$ cat config.mk
export PLATFORM = sky130hd
export DESIGN_NAME = async_strobe_seq
export DESIGN_NICKNAME = d
export VERILOG_FILES = /design/src/rtl/asq_pkg.sv /design/src/rtl/asq_latch.sv /design/src/rtl/asq_timer.sv /design/src/rtl/asq_half_delay.sv /design/src/rtl/async_strobe_seq.sv
export SDC_FILE = /design/constraint.sdc
export NUM_CORES = 1
export LEC_CHECK = 0
export BUFFER_PORTS_ARGS = -buffer_cell sky130_fd_sc_hd__buf_2
export CORE_MARGIN = 3
export CORE_UTILIZATION = 50
export DETAILED_ROUTE_END_ITERATION = 10
export PLACE_DENSITY = 0.71
export SYNTH_ARGS = -nofsm -noshare
export SYNTH_HDL_FRONTEND = slang
export SYNTH_HIERARCHICAL = 1
export SYNTH_SLANG_ARGS = --single-unit
$ cat constraint.sdc
create_clock -name clk -period 5.8 [get_ports clk]
set_clock_uncertainty 0.1 [all_clocks]
set_input_delay 0.58 -clock clk [delete_from_list [all_inputs] [get_ports clk]]
set_output_delay 0.58 -clock clk [all_outputs]
set_load 0.005 [all_outputs]
$ cat src/rtl/asq_pkg.sv
package asq_pkg;
  localparam int TV_W = 16;

  localparam int STB_CS  = 0;
  localparam int STB_ADV = 1;
  localparam int STB_WE  = 2;
  localparam int STB_OE  = 3;
  localparam int STB_N   = 4;

  // programmed count times the granularity multiplier
  function automatic logic [TV_W:0] scale_time(input logic [TV_W-1:0] v, input logic g);
    return g ? {v, 1'b0} : {1'b0, v};
  endfunction

  // strobe window: active from scaled on count up to (not incl.) scaled off count
  function automatic logic in_window(input logic [TV_W:0] t, input logic [TV_W-1:0] on_t,
                                     input logic [TV_W-1:0] off_t, input logic g);
    return (t >= scale_time(on_t, g)) && (t < scale_time(off_t, g));
  endfunction
endpackage

$ cat src/rtl/asq_latch.sv
module asq_latch #(
  parameter int W = 8
) (
  input  logic         clk,
  input  logic         rst_n,
  input  logic         load,
  input  logic [W-1:0] d,
  output logic [W-1:0] eff
);
  logic [W-1:0] q;

  always_ff @(posedge clk or negedge rst_n) begin
    if (!rst_n)    q <= '0;
    else if (load) q <= d;
  end

  // on the loading edge the live value is already the one in force
  assign eff = load ? d : q;
endmodule

$ cat src/rtl/asq_timer.sv
module asq_timer #(
  parameter int CW = 6
) (
  input  logic          clk,
  input  logic          rst_n,
  input  logic          req_start,
  input  logic [CW-1:0] len,
  output logic          accept,
  output logic          busy,
  output logic          last,
  output logic          busy_nxt,
  output logic [CW-1:0] cnt_nxt,
  output logic          done
);
  logic [CW-1:0] cnt;

  assign accept   = req_start && !busy;
  assign last     = busy && (cnt == len - 1'b1);
  assign busy_nxt = accept || (busy && !last);
  assign cnt_nxt  = accept ? '0 : (busy ? cnt + 1'b1 : cnt);

  always_ff @(posedge clk or negedge rst_n) begin
    if (!rst_n) begin
      busy <= 1'b0;
      cnt  <= '0;
      done <= 1'b0;
    end else begin
      busy <= busy_nxt;
      cnt  <= cnt_nxt;
      done <= last;
    end
  end
endmodule

$ cat src/rtl/asq_half_delay.sv
module asq_half_delay (
  input  logic clk,
  input  logic rst_n,
  input  logic half_en,
  input  logic lvl_in,
  output logic lvl_out
);
  logic lvl_neg;

  always_ff @(negedge clk or negedge rst_n) begin
    if (!rst_n) lvl_neg <= 1'b0;
    else        lvl_neg <= lvl_in;
  end

  assign lvl_out = half_en ? lvl_neg : lvl_in;
endmodule

$ cat src/rtl/async_strobe_seq.sv
module async_strobe_seq #(
  parameter int TW     = 5,
  parameter int NUM_CS = 6,
  parameter int AD_W   = 16,
  parameter int CS_IW  = $clog2(NUM_CS + 1)
) (
  input  logic              clk,
  input  logic              rst_n,
  input  logic              req_start,
  input  logic              req_write,
  input  logic              req_cmd,
  input  logic [CS_IW-1:0]  req_cs,
  input  logic [AD_W-1:0]   req_addr,
  input  logic [AD_W-1:0]   req_wdata,
  output logic              req_done,
  output logic [AD_W-1:0]   rd_data,
  input  logic              cfg_gran,
  input  logic              cfg_nand,
  input  logic [3:0]        cfg_xdly,
  input  logic [TW-1:0]     cfg_cs_on,
  input  logic [TW-1:0]     cfg_cs_wr_off,
  input  logic [TW-1:0]     cfg_cs_rd_off,
  input  logic [TW-1:0]     cfg_adv_on,
  input  logic [TW-1:0]     cfg_adv_wr_off,
  input  logic [TW-1:0]     cfg_adv_rd_off,
  input  logic [TW-1:0]     cfg_we_on,
  input  logic [TW-1:0]     cfg_we_off,
  input  logic [TW-1:0]     cfg_oe_on,
  input  logic [TW-1:0]     cfg_oe_off,
  input  logic [TW-1:0]     cfg_wr_cycle,
  input  logic [TW-1:0]     cfg_rd_cycle,
  output logic [NUM_CS-1:0] mem_cs_n,
  output logic              mem_adv_ale,
  output logic              mem_be_cle,
  output logic              mem_we_n,
  output logic              mem_oe_n,
  output logic [AD_W-1:0]   mem_ad_out,
  output logic              mem_ad_oe,
  input  logic [AD_W-1:0]   mem_ad_in
);
  import asq_pkg::*;

  localparam int CW = TW + 1;
  localparam int LW = 12 * TW + 8 + CS_IW + 2 * AD_W;

  // ---------------- request/configuration snapshot ----------------
  logic [LW-1:0] cfg_live, cfg_eff;
  logic [TW-1:0] e_cs_on, e_cs_wo, e_cs_ro, e_adv_on, e_adv_wo, e_adv_ro;
  logic [TW-1:0] e_we_on, e_we_off, e_oe_on, e_oe_off, e_wcyc, e_rcyc;
  logic          e_gran, e_nand, e_write, e_cmd;
  logic [3:0]    e_xdly;
  logic [CS_IW-1:0] e_cs;
  logic [AD_W-1:0]  e_addr, e_wdata;

  assign cfg_live = {cfg_cs_on, cfg_cs_wr_off, cfg_cs_rd_off, cfg_adv_on, cfg_adv_wr_off,
                     cfg_adv_rd_off, cfg_we_on, cfg_we_off, cfg_oe_on, cfg_oe_off,
                     cfg_wr_cycle, cfg_rd_cycle, cfg_gran, cfg_nand, cfg_xdly,
                     req_write, req_cmd, req_cs, req_addr, req_wdata};
  assign {e_cs_on, e_cs_wo, e_cs_ro, e_adv_on, e_adv_wo, e_adv_ro, e_we_on, e_we_off,
          e_oe_on, e_oe_off, e_wcyc, e_rcyc, e_gran, e_nand, e_xdly,
          e_write, e_cmd, e_cs, e_addr, e_wdata} = cfg_eff;

  logic accept, busy, last, busy_nxt;
  logic [CW-1:0] cnt_nxt, acc_len;

  asq_latch #(.W(LW)) u_lat (
    .clk(clk), .rst_n(rst_n), .load(accept), .d(cfg_live), .eff(cfg_eff)
  );

  // ---------------- access length ----------------
  logic [TW-1:0] cyc_sel, cyc_min;
  logic [TV_W:0] len_scaled;
  assign cyc_sel    = e_write ? e_wcyc : e_rcyc;
  assign cyc_min    = (cyc_sel == '0) ? {{(TW-1){1'b0}}, 1'b1} : cyc_sel;
  assign len_scaled = scale_time(TV_W'(cyc_min), e_gran);
  assign acc_len    = len_scaled[CW-1:0];

  asq_timer #(.CW(CW)) u_tmr (
    .clk(clk), .rst_n(rst_n), .req_start(req_start), .len(acc_len),
    .accept(accept), .busy(busy), .last(last), .busy_nxt(busy_nxt),
    .cnt_nxt(cnt_nxt), .done(req_done)
  );

  // ---------------- strobe windows ----------------
  logic [TW-1:0] on_a  [STB_N];
  logic [TW-1:0] off_a [STB_N];
  logic [STB_N-1:0] gate_a, lvl_nxt, lvl_q, lvl_d;

  always_comb begin
    on_a[STB_CS]   = e_cs_on;
    off_a[STB_CS]  = e_write ? e_cs_wo : e_cs_ro;
    gate_a[STB_CS] = 1'b1;
    on_a[STB_ADV]  = e_adv_on;
    off_a[STB_ADV] = e_write ? e_adv_wo : e_adv_ro;
    gate_a[STB_ADV] = 1'b1;
    on_a[STB_WE]   = e_we_on;
    off_a[STB_WE]  = e_we_off;
    gate_a[STB_WE] = e_write;
    on_a[STB_OE]   = e_oe_on;
    off_a[STB_OE]  = e_oe_off;
    gate_a[STB_OE] = !e_write;
  end

  // named internal event: output-enable window closes on this edge
  logic oe_fall;
  assign oe_fall = lvl_q[STB_OE] && !lvl_nxt[STB_OE];

  // delay-select and pin-decode fields held for the running access
  logic             pin_nand, pin_cmd;
  logic [3:0]       pin_xdly;
  logic [CS_IW-1:0] pin_cs;

  for (genvar k = 0; k < STB_N; k++) begin : g_stb
    assign lvl_nxt[k] = busy_nxt && gate_a[k] &&
                        in_window(TV_W'(cnt_nxt) + {(TV_W+1){1'b0}}, TV_W'(on_a[k]),
                                  TV_W'(off_a[k]), e_gran);

    always_ff @(posedge clk or negedge rst_n) begin
      if (!rst_n) lvl_q[k] <= 1'b0;
      else        lvl_q[k] <= lvl_nxt[k];
    end

    asq_half_delay u_hd (
      .clk(clk), .rst_n(rst_n), .half_en(pin_xdly[k]),
      .lvl_in(lvl_q[k]), .lvl_out(lvl_d[k])
    );
  end

  // ---------------- bus lanes, read capture, decode fields ----------------
  logic ad_drive_nxt;
  assign ad_drive_nxt = busy_nxt && (e_write || lvl_nxt[STB_ADV]);

  always_ff @(posedge clk or negedge rst_n) begin
    if (!rst_n) begin
      mem_ad_oe  <= 1'b0;
      mem_ad_out <= '0;
      rd_data    <= '0;
      pin_nand   <= 1'b0;
      pin_cmd    <= 1'b0;
      pin_xdly   <= '0;
      pin_cs     <= '0;
    end else begin
      mem_ad_oe  <= ad_drive_nxt;
      mem_ad_out <= !ad_drive_nxt ? '0 : (e_write ? e_wdata : e_addr);
      if (oe_fall) rd_data <= mem_ad_in;
      if (accept) begin
        pin_nand <= e_nand;
        pin_cmd  <= e_cmd;
        pin_xdly <= e_xdly;
        pin_cs   <= e_cs;
      end
    end
  end

  // ---------------- pin polarity and decode ----------------
  for (genvar i = 0; i < NUM_CS; i++) begin : g_cs
    assign mem_cs_n[i] = !(lvl_d[STB_CS] && (pin_cs == CS_IW'(i)));
  end

  assign mem_adv_ale = pin_nand ? (lvl_d[STB_ADV] && !pin_cmd) : !lvl_d[STB_ADV];
  assign mem_be_cle  = pin_nand ? (lvl_d[STB_ADV] && pin_cmd)  : !lvl_d[STB_CS];
  assign mem_we_n    = !lvl_d[STB_WE];
  assign mem_oe_n    = !lvl_d[STB_OE];
endmodule

# Yosys cells after proc, flatten, opt, wreduce, memory -nomap -nowiden
# Cells that the tools add are included.
dict set report totals {
  regBits 161
  latchBits 0
  ramBits 0
  rom_bits 0
  mem_count 0
}
dict set report classes {
  addsub 2
  n_mul 0
  div 0
  order_cmp 8
  n_eq_ne 6
  n_shift 0
  n_mux 24
  bitwise_logic 0
  reduce_logical 42
}
# op n
set op_table {}
lappend op_table {{2-to-1 mux 103 bit} 1}
lappend op_table {{2-to-1 mux 6 bit} 11}
lappend op_table {{2-to-1 mux 16 bit} 2}
lappend op_table {{>= comparator 6 bit} 4}
lappend op_table {{< comparator 6 bit} 4}
lappend op_table {{logical AND 1 bit} 23}
lappend op_table {{2-to-1 mux 5 bit} 4}
lappend op_table {{zero test 1 bit} 15}
lappend op_table {{adder 6 x 1 -> 6 bit, second input constant} 1}
lappend op_table {{== test 3 x 2 -> 1 bit, second input constant} 2}
lappend op_table {{== test 3 bit, second input constant} 2}
lappend op_table {{== test 6 bit} 1}
lappend op_table {{2-to-1 mux 1 bit} 6}
lappend op_table {{subtractor 6 x 1 -> 6 bit, second input constant} 1}
lappend op_table {{zero test 5 bit} 1}
lappend op_table {{== test 3 x 1 -> 1 bit, second input constant} 1}
lappend op_table {{zero test 3 bit} 1}
lappend op_table {{logical OR 1 bit} 2}

# Depth between registers and ports, before layout
# Gate-level depths: netlist of the first run.
dict set report logic_depth {
  depth_word 17
  ltp_mapped 20
}

# Modules after synthesis
# The synthesis of the first run kept the hierarchy.
# module instances cells_per_inst area_each_um2 seq_area_each_um2
set modules_own_cells {}
lappend modules_own_cells {asq_latch 1 217 3838.7 2577.5}
lappend modules_own_cells {async_strobe_seq 1 304 3370.7 1151.1}
lappend modules_own_cells {asq_timer 1 53 518.0 200.2}
lappend modules_own_cells {asq_half_delay 4 2 40.0 25.0}

==> flow_summary.ini, run 1 <==
[drt]
vias = 5171
firstDrtPassIters = 4
post_drt_wl_per_cell_um = 16.7
drtIter0Drc = 169
ant_nets = 0
drc = 0
vias_per_cell = 5.30
routed_wl_mm = 16.3

[timing]
period_minus_slack_ns = 4.97
fin_setup_tns_ns = 0
whs_ns = 0.0444
finalHoldViolations = 0
relSlewSlack = 0.409
rsz0062_at_grt = no
worst_slew_pin_slew_ns = 0.887
timing.final.ws_setup_ns = 0.826
post-route-period-util = 0.858
final-setup-viol-count = 0
max_freq_mhz = 203
slew_violations = 0

[pwr]
total_power_w = 0.00588
p_leak_nw = 4.51
seqPwrFrac = 0.315
p_int_w = 0.00365
combPwrFrac = 0.495
p_clk_frac = 0.190
p_per_area_nw_per_um2 = 618
switching_share = 0.379
peakVddDrop_uv = 242
p_sw_w = 0.00223

[floorplan]
start_util = 0.515
die_w_um = 132
die_y_um = 132
std_cell_rows = 45
core_um2 = 15300
dieArea_um2 = 17300
ios = 166

[clock_network]
cts_setup_buffers = 0
clk_transition_reported_paths_ns = 0.07
cts_tree = built
cts_made_buffers = 17
h-tree-depth = 4
ctsResizeCount = 0
cts_sinks = 161
cts_hold_buf = 0
cts_root_buf = clkbuf_16
clk_path_buf_depth = 2
clk_latency_ns = 0.43

[worst_setup_path]
crit_type = reg -> out
critPathMaxFanout = 5
r2r_start = u_tmr/busy
path_cells = mux2_4 > nor2b_1 > nand2_1 > buf_2
path_buf_inv = 1
worstReg2RegEnd = rd_data[0]
crit_path_top_delay_cell = dfrtn_1
reg2regPathDepth = 15
cp-end-kind = primary output
cp_top_family = flip-flops
r2r_slack_ns = 0.87
required_ns = 5.12
worstPathArrival_ns = 4.29
slowest_delay_ns = 0.39
cp-start-kind = flop

[synth]
synth.ff_latch_count = 161
synthFlopType = dfrtp_1
synth_largest_area_cell = dfrtp_1
yosys.area.top_type_share = 0.498
synthCells = 582
syn-num-nets = 750
ys_warn_count = 6
synth.distinct_cells = 52
synth_edf_count = 0
synth_area_leaders = dfrtp_1 50%, mux2_2 17%, ha_1 7.3%
async_reset_ff_frac = 1.00
ys_seq_area_frac = 0.511
syn_area_per_cell_um2 = 13.6
netlist_area_um2 = 7890

[global_route]
grt_start_max_net_pins = 77
antenna_found_initial = 0
grt_overflow = 0
grt_pass1_wl_mm = 27.4
grt_use_total = 0.196
grt_pass1_vias = 5469

[place]
port_buffers = 165
place.gp.congestion = 0.792
placed_cells = 944
place_ws_ns = 0.676
place_hpwl_mm = 11.8

[flow_run]
drv_cap = 0

[final_layout]
drive_gt1_frac = 0.461
diodes = 0
final_cell_mix = 164 x buf_2, 157 x dfrtp_1, 122 x mux2_2
final_common_cell = buf_2
nets = 920
nFillCells = 1250
finalNonFillerCells = 976
synthToLayoutAreaGrowth_pct = 20.6

[outcome]
outcome = finished, final reports clean

[hold_path]
hold_path_class = in -> async
worst max path at each step:
| stage | from | to | slack (ns) | cells past startpoint |
|---|---|---|---|---|
| after global routing | u_tmr/busy | rd_data[2] | 0.49 | 15 |
| after CTS | g_stb[0].u_hd/lvl_neg | mem_cs_n[2] | 0.80 | 4 |
| after global placement | req_start | rd_data[3] | 0.92 | 16 |
| after detailed placement | req_start | rd_data[0] | 0.68 | 16 |
| after floorplan | req_start | rd_data[10] | 0.98 | 18 |
| final | g_stb[0].u_hd/lvl_neg | mem_cs_n[2] | 0.83 | 4 |
sequential cells by signal, summed over array words and instances (netlist names):
name                count
u_tmr/cnt               6
u_tmr/done              1
pin_cmd                 1
pin_nand                1
lvl_q                   4
pin_cs                  3
rd_data                16
u_tmr/busy              1
mem_ad_oe               1
pin_xdly                4
mem_ad_out             16
u_lat/q               103
g_stb.u_hd/lvl_neg      4
metal layers:
layer / routed length, um / global-route usage / vias up / part of all wire
met2: 7850 / 0.317 / 136 / 0.48
met5: 0 / 0 / - / 0
met3: 883 / 0.0578 / 13 / 0.054
met4: 148 / 0.0420 / 0 / 0.0091
met1: 7430 / 0.263 / 2546 / 0.46
li1: - / - / 2476 / -
cell usage after synthesis (all sizes together) (5+ instances only):
cell type	instances
dfrtp	157
mux2	136
ha	46
mux2i	39
nand2	22
buf	17
o21ai	17
a21oi	16
a32o	16
inv	12
nor2b	10
clkbuf	9
nor2	9
nand2b	7
xnor2	7
nand3	6
a211oi	5
nor3	5
through the flow:
| stage | util | area [um^2] |
|---|---|---|
| 2_1_floorplan | - | 7890 |
| 3_3_place_gp | 0.581 | 8890 |
| 3_5_place_dp | 0.581 | 8890 |
| 4_1_cts | 0.621 | 9510 |
| 5_1_grt | 0.621 | 9510 |
| 6_report | 0.621 | 9510 |
logic make-up (layout without fill, tap and decap cells):
logic type / Yosys count / count (layout) / share of synthesized area
buf+inv: 40 / 223 / 0.0305
xor+xnor: 10 / 10 / 0.0111
mux: 175 / 175 / 0.250
flops: 161 / 161 / 0.511
simple gates: 74 / 74 / 0.0514
compound gates: 76 / 76 / 0.0730
fa+ha+maj: 46 / 46 / 0.0730
cell type report:
class	count	area, um^2	area share
Inverter	14	52.6	0.00553
Clock buffer	17	425	0.0447
Timing Repair Buffer	177	922	0.0970
Tap cell	211	264	0.0278
Clock inverter	15	191	0.0201
Multi-Input combinational cell	381	3630	0.381
Sequential cell	161	4030	0.424
power by group through the flow:
stage	Combinational (W)	Sequential, W	Clock (W)
global route	0.00329	0.00191	0.00119
global placement	0.00278	0.00185	0
finish	0.00291	0.00185	0.00111
CTS	0.00294	0.00186	0.00114
floorplan	0.00220	0.00182	0
detailed placement	0.00292	0.00188	0
Note: power is estimated with default switching activity, not from simulation.
==> run 2: changes to the inputs <==
--- a/config.mk
+++ b/config.mk
@@ -7,9 +7,10 @@
 export LEC_CHECK = 0
 export BUFFER_PORTS_ARGS = -buffer_cell sky130_fd_sc_hd__buf_2
 export CORE_MARGIN = 3
-export CORE_UTILIZATION = 50
+export CORE_UTILIZATION = 51
 export DETAILED_ROUTE_END_ITERATION = 10
-export PLACE_DENSITY = 0.71
+export PLACE_DENSITY = 0.72
+export SLEW_MARGIN = 10
 export SYNTH_ARGS = -nofsm -noshare
 export SYNTH_HDL_FRONTEND = slang
 export SYNTH_HIERARCHICAL = 1
==> constraint.sdc (replaced) <==
create_clock -name clk -period 5.8 [get_ports clk]
set_clock_uncertainty 0.1 [all_clocks]
set_input_delay 0.29 -clock clk [delete_from_list [all_inputs] [get_ports clk]]
set_output_delay 0.29 -clock clk [all_outputs]
set_load 0.005 [all_outputs]
==> run 2 against run 1 <==
Effect of this change:
- final cell count is 0.92% lower
- register-to-register slack got worse by 0.09 ns
- core utilization is 3.0 points higher
- first-iteration DRC count is 44% higher
- final area rose by 1.3%
- setup slack got worse by 0.051 ns
- critical path type is now reg -> reg
- sequential share of layout area decreased by 0.54 points
- highest routed layer unchanged
- fmax shrank 1.9%
- total power increased by 0.80%
- worst hold slack worse by 0.031 ns
- sequential power barely moved
- flip-flop and latch count did not move
==> flow_summary.ini, run 2 (same netlist as run 1, synthesis figures left out) <==
[worst_setup_path]
r2r_slack_ns = 0.78
cp-end-kind = flop
crit_type = reg -> reg
reg2regPathDepth = 15
worstReg2RegEnd = rd_data[15]
cp-start-kind = flop
crit_path_top_delay_cell = nor3_1
critPathMaxFanout = 18
r2r_start = u_tmr/busy
worstPathArrival_ns = 5.23
required_ns = 6.01
slowest_delay_ns = 0.61
path_cells = nor2b_4 > mux2_2 > clkinv_1 > nor3_1 > nor3_1 > inv_1 > ha_1 > xnor2_1 > a21oi_1 > o2111ai_1 > o41a_1 > nand4_1 > o31ai_4 > buf_4 > mux2_2

[floorplan]
die_w_um = 130
ios = 166
std_cell_rows = 44
die_y_um = 130
dieArea_um2 = 17000
core_um2 = 14800
start_util = 0.533

[final_layout]
drive_gt1_frac = 0.448
final_cell_mix = 164 x buf_2, 157 x dfrtp_1, 122 x mux2_2
final_area_um2 = 9630
finalNonFillerCells = 967
final_common_cell = buf_2
largest_reg_flops = 103
fin_util = 0.651
nets = 937
largest_register = u_lat/q
synthToLayoutAreaGrowth_pct = 22.1
top_regs = u_lat/q (103), mem_ad_out (16), rd_data (16)

[drt]
drtIter0Drc = 244
vias = 5292
firstDrtPassIters = 4
routed_wl_mm = 17.2
vias_per_cell = 5.47
post_drt_wl_per_cell_um = 17.8
drc = 0
ant_nets = 0

[outcome]
outcome = finished, final reports clean

[timing]
finalHoldViolations = 0
slew_violations = 0
final-setup-viol-count = 0
max_freq_mhz = 199
worst_slew_pin_slew_ns = 1.09
rsz0062_at_grt = no
period_minus_slack_ns = 5.02
post-route-period-util = 0.866
timing.final.ws_setup_ns = 0.775
fin_setup_tns_ns = 0
relSlewSlack = 0.250

[hold_path]
holdPathEnd = u_lat/q[1]
min_from = req_wdata[1]
hold_path_class = in -> reg
holdPathStages = 2

[place]
place_ws_ns = 0.798
placed_cells = 916
place.gp.congestion = 0.882
place_hpwl_mm = 12.0
port_buffers = 165
place_area_um2 = 8850

[clock_network]
ctsResizeCount = 0
clk_transition_reported_paths_ns = 0.06
clk_latency_ns = 0.42
cts_sinks = 161
cts_tree = built
cts_setup_buffers = 0
cts_made_buffers = 17
cts_root_buf = clkbuf_16
clk_path_buf_depth = 2
cts_hold_buf = 18
h-tree-depth = 4

[global_route]
grt_overflow = 0
grt_use_met3 = 0.0442
grt_busiest_layer = met2
grt_start_max_net_pins = 87
grt_pass1_wl_mm = 27.2
grt_use_total = 0.207
grt_use_met1 = 0.269
antenna_found_initial = 1
grtUsageMet2 = 0.339
grt_pass1_vias = 5474

[pwr]
peakVddDrop_uv = 351
p_leak_nw = 4.56
p_per_area_nw_per_um2 = 615

[flow_run]
drv_cap = 0
## run 2: cell types whose count changed in the layout (fill, tap and decap cells not counted), moves of 2 or more
cell           previous run  this run
bufinv_16                 0         2
clkinv_8                  7         0
clkbuf_1                  0         2
dlygate4sd3_1             0        18
inv_8                     3         0
clkbuf_8                  0         3
clkinvlp_4                0         4
## run 2: stage by stage
stage	total power, W	hold WS [ns]
6_report	0.00592	0.0131
4_1_cts	0.00596	0.000366
2_1_floorplan	0.00403	-0.106
5_1_grt	0.00640	0.00355
3_5_place_dp	0.00481	0.291
3_3_place_gp	0.00462	0.277
## run 2: report_power, final
part | switching (W) | leakage [nW] | internal [W] | total [W]
Clock | 0.000452 | 0.280 | 0.000673 | 0.00112
Sequential | 0.000198 | 1.96 | 0.00166 | 0.00186
Combinational | 0.00153 | 2.32 | 0.00142 | 0.00294
Total | 0.00218 | 4.56 | 0.00375 | 0.00592
## run 2: how the worst max path moves through the flow
stage	start	to	slack (ns)	cells after the start
floorplan	u_tmr/busy	rd_data[10]	1.0	19
global placement	u_tmr/busy	rd_data[2]	1.10	15
detailed placement	u_tmr/busy	rd_data[1]	0.80	15
CTS	u_tmr/busy	rd_data[1]	0.79	15
global route	u_tmr/busy	rd_data[15]	0.37	16
finish	u_tmr/busy	rd_data[15]	0.78	15
## run 2: cell type report
cell class / count / area, um^2
inverter: 14 / 52.6
timing repair buffer: 194 / 1090
fill: 1084 / 5170
multi-input combinational: 381 / 3630
clock buffer: 22 / 474
sequential: 161 / 4030
antenna: 1 / 2.50
clock inverter: 10 / 125
tap: 184 / 230
## run 2: per-layer routing
metal,vias to the layer above,part of all wire,wire length [um]
li1,2508,-,-
met1,2609,0.43,7350
met2,140,0.50,8550
met3,35,0.047,812
met4,0,0.027,472
met5,-,0,0
## run 2: worst max-delay path, delay by kind of cell (launching register included)
kind / cells / cell delay [ns]
buf+inv: 3 / 0.80
xor+xnor: 1 / 0.23
compound gates: 4 / 0.86
flops: 1 / 0.52
fa+ha+maj: 1 / 0.27
simple gates: 4 / 1.34
mux: 2 / 0.79
